--- config.mk ---
export PLATFORM = sky130hd
export DESIGN_NAME = priv_trap_unit
export DESIGN_NICKNAME = d
export VERILOG_FILES = /design/src/rtl/priv_trap_unit.sv
export SDC_FILE = /design/constraint.sdc
export NUM_CORES = 1
export LEC_CHECK = 0
export BUFFER_PORTS_ARGS = -buffer_cell sky130_fd_sc_hd__buf_2
export CAP_MARGIN = 40
export CORE_UTILIZATION = 40
export CTS_BUF_LIST = sky130_fd_sc_hd__clkbuf_4
export DETAILED_ROUTE_END_ITERATION = 10
export GPL_TIMING_DRIVEN = 0
export PLACE_DENSITY = 0.69
export SYNTH_ARGS = -nofsm -noshare
export SYNTH_HDL_FRONTEND = slang
export SYNTH_SLANG_ARGS = --single-unit
--- constraint.sdc ---
create_clock -name clk -period 4.5 [get_ports clk]
set_input_delay 0.675 -clock clk [delete_from_list [all_inputs] [get_ports clk]]
set_output_delay 0.675 -clock clk [all_outputs]
set_load 0.03 [all_outputs]
--- src/rtl/priv_trap_unit.sv ---
module priv_trap_unit #(
  parameter int W = 32,
  parameter logic [W-1:0] BOOT_PC  = 'h0000_0100,
  parameter logic [W-1:0] SYS_VEC  = 'h8000_0080,
  parameter logic [W-1:0] TRAP_VEC = 'h8000_0180
) (
  input  logic         clk,
  input  logic         rst_n,
  input  logic         step,
  input  logic [W-1:0] npc_in,
  input  logic         sp_we,
  input  logic [W-1:0] sp_wdata,
  input  logic [W-1:0] ksp_in,
  input  logic         sys_req,
  input  logic         irq_req,
  input  logic         exc_req,
  input  logic [3:0]   exc_code,
  input  logic         rtt_req,
  output logic [W-1:0] pc,
  output logic [W-1:0] sp,
  output logic         priv,
  output logic [W-1:0] save_pc,
  output logic [W-1:0] save_sp,
  output logic         save_priv,
  output logic [3:0]   cause
);
  localparam logic [3:0] C_IRQ  = 4'd0;
  localparam logic [3:0] C_PRIV = 4'd3;

  wire take_irq  = irq_req;
  wire take_exc  = !irq_req && exc_req;
  wire take_sys  = !irq_req && !exc_req && sys_req;
  wire rtt_ok    = !irq_req && !exc_req && !sys_req && rtt_req;
  wire priv_viol = rtt_ok && !priv;
  wire take_ret  = rtt_ok && priv;
  wire enter     = take_irq || take_exc || take_sys || priv_viol;

  wire [3:0] new_cause = take_irq ? C_IRQ : (take_exc ? exc_code : C_PRIV);

  always_ff @(posedge clk) begin
    if (!rst_n) begin
      pc        <= BOOT_PC;
      sp        <= '0;
      priv      <= 1'b1;
      save_pc   <= '0;
      save_sp   <= '0;
      save_priv <= 1'b0;
      cause     <= '0;
    end else if (enter) begin
      save_pc   <= take_sys ? npc_in : pc;
      save_sp   <= sp;
      save_priv <= priv;
      sp        <= ksp_in;
      priv      <= 1'b1;
      pc        <= take_sys ? SYS_VEC : TRAP_VEC;
      if (!take_sys) cause <= new_cause;
    end else if (take_ret) begin
      pc   <= save_pc;
      sp   <= save_sp;
      priv <= save_priv;
    end else begin
      if (step)  pc <= npc_in;
      if (sp_we) sp <= sp_wdata;
    end
  end
endmodule

==> run_results.csv <==
group,metric,value,unit
cts,cts_resized,0,
cts,path_clk_slew,110,ps
detailed_routing,vias,5859,
critical_path,cp_max_fo,10,
cells_and_area,diodes,0,
sta,fin_worst_skew,10.3,ps
cts,insertion_delay,540,ps
worst_hold_path,min_path_type,"in2reg",
synthesis,synth_fp_nets,788,
synthesis,synth.most_common_cell,"nand2_1",
synthesis,synth_ff_type,"dfxtp_1",
detailed_routing,drtIter0Drc,419,
synthesis,synth_top_area_cell,"dfxtp_1",
synthesis,yosysTopAreaCellShare,46.4,%
placed_design,numPortBuffers,236,
cts,cts_tree,"built",
flow_run,cap_violations,0,
floorplan,die_y,122,um
cts,cts_made_buffers,17,
synthesis,ys_ff_latch,134,
synthesis,synth_edf_count,0,
synthesis,seq_area_frac_synth,46.4,%
detailed_routing,viasPerCell,5.19,
critical_path,cp-start-kind,"primary input",
cells_and_area,nets,1043,
power,p_comb_share,15.8,%
power,clock_power_share,34.3,%
sta,max_freq,0.500,GHz
global_route,grtUsageTotal,23.9,%
synthesis,yosysUniqueCellTypes,36,
cts,cts_sinks,134,
critical_path,required,4980,ps
detailed_routing,drt_first_pass_iters,5,
detailed_routing,drc_errors,0,
power,peakVddDrop,0.000156,V
power,p_leak,4.05,nW
detailed_routing,routed_wirelength,17.8,mm
global_route,grt_remaining_overflow,0,
power,seqPwrFrac,50.0,%
placed_design,gp_congestion,0.843,
global_route,antenna_found_initial,1,
cts,postCtsSetupRepairBufs,0,
power,power.density,343,nW/um2
sta,tightest_slew,781,ps
global_route,grt_pass1_wl,27.5,mm
detailed_routing,wire_per_inst,15.8,um
sta,setup_violations,0,
floorplan,rows,43,
sta,hold_slack,359,ps
synthesis,synth_area_leaders,"dfxtp_1, nand2_1, mux2i_1",
floorplan,initial_core_util,41.3,%
floorplan,core,14000,um2
critical_path,cp.arrival,2480,ps
cts,clockBufferDepth,2,
synthesis,netlist_instances,680,
synthesis,synthArstFlopShare,0,%
sta,period_minus_slack,2000,ps
critical_path,reg2reg_setup_slack,2510,ps
placed_design,post-dp-hpwl,13.2,mm
synthesis,netlist_area,5780,um2
sta,finalHoldViolations,0,
synthesis,synth_warnings,0,
power,switchingPower,0.736,mW
cells_and_area,drive_gt1_share,32.0,%
cells_and_area,utilization,53.6,%
global_route,grt_max_degree,17,
cts,hold_buffers,0,
floorplan,dieArea,14900,um2
cells_and_area,syn2layout_area_growth,29.7,%
detailed_routing,ant_nets,0,
synthesis,synth.avg_cell_area,8.50,um2
cts,cts_max_level,4,
power,switching_share,28.6,%
synthesis,yosys-top-cells-count,"nand2_1, dfxtp_1, mux2i_1",
global_route,grt_pass1_vias,5385,
sta,report.final.slew_viol_count,0,
power,finalPower,2.57,mW
critical_path,end_kind,"register",
sta,rsz0062_at_grt,"false",
power,intPower,1.84,mW
sta,slew_headroom,47.5,%
cts,cts_root_buffer,"clkbuf_4",
sta,fin_crit_sh,44.4,%
run_status,run_status,"completed",
floorplan,fp.dieW,122,um
critical_path,critical_path_class,"in2reg",
sta,tns,0,ps
floorplan,pin_count,242,
## worst max-delay path, cell delays in order
cell and delay [ps]:
buf_2 150, nor4_2 700, and3_1 270, buf_2 230, buf_2 260, a222oi_1 120
inv_1 60
## per-layer routing
metal	vias to the layer above	wire length [um]	GRT usage, %
li1	2876	-	-
met1	2710	7660	28.9
met2	249	8230	39.3
met3	24	1690	8.99
met4	0	266	7.09
met5	-	0	0
## final cells by class
type	count	area [um2]
buffer	58	290
tap	180	225
multi-input combinational	456	2690
clock inverter	12	159
sequential	134	2680
timing repair buffer	236	1180
inverter	32	120
clock buffer	20	150
fill	1409	6490
## sequential cells by signal, summed over array words and instances (netlist names)
register / count
pc: 32
save_pc: 32
save_sp: 32
sp: 32
cause: 4
priv: 1
save_priv: 1
## cells by family after synthesis
logic type / share of synthesized area (%)
and+or+nand+nor: 17.3
AOI/OAI and AO/OA: 23.3
DFF: 46.4
buffers and inverters: 7.10
muxes: 5.89
## path summary, 6_finish.rpt
check | start | endpoint | cells past startpoint
setup reg to reg | priv | pc[25] | 6
hold / removal | npc_in[29] | pc[29] | 3
hold reg to reg | sp[8] | sp[8] | 2
setup / recovery | irq_req | pc[18] | 7
## placed cells by master (no fill, tap or decap), drive strengths merged, types with 2 or more instances in the layout
cell and n:
a21oi 3, clkbuf 47, o221a 2, nor2b 3, or3 2, or4 2, nor3 2, o31ai 2
nor2 3, nand2 227, dfxtp 134, mux2i 34, clkinv 8, a21boi 34, buf 267, o211a 32
a22oi 3, nor3b 3, inv 32, o22ai 32, a222oi 29, o21ai 37, bufinv 4
## power groups by stage
stage | clock, mW | sequential, mW | combinational, mW
floorplan | 0 | 1.41 | 0.148
global placement | 0 | 1.31 | 0.406
detailed placement | 0 | 1.31 | 0.407
CTS | 0.909 | 1.28 | 0.408
global route | 0.965 | 1.29 | 0.442
finish | 0.882 | 1.29 | 0.406
## stage by stage
| step | cells | worst slack [ps] | cell area, um2 |
|---|---|---|---|
| floorplan | 680 | 2450 | 5780 |
| global placement | 1096 | 1970 | 7190 |
| detailed placement | 1096 | 1940 | 7190 |
| CTS | 1128 | 2490 | 7490 |
| global route | 1128 | 2340 | 7490 |
| finish | 1128 | 2500 | 7490 |
Power figures use the tool's default switching activity.
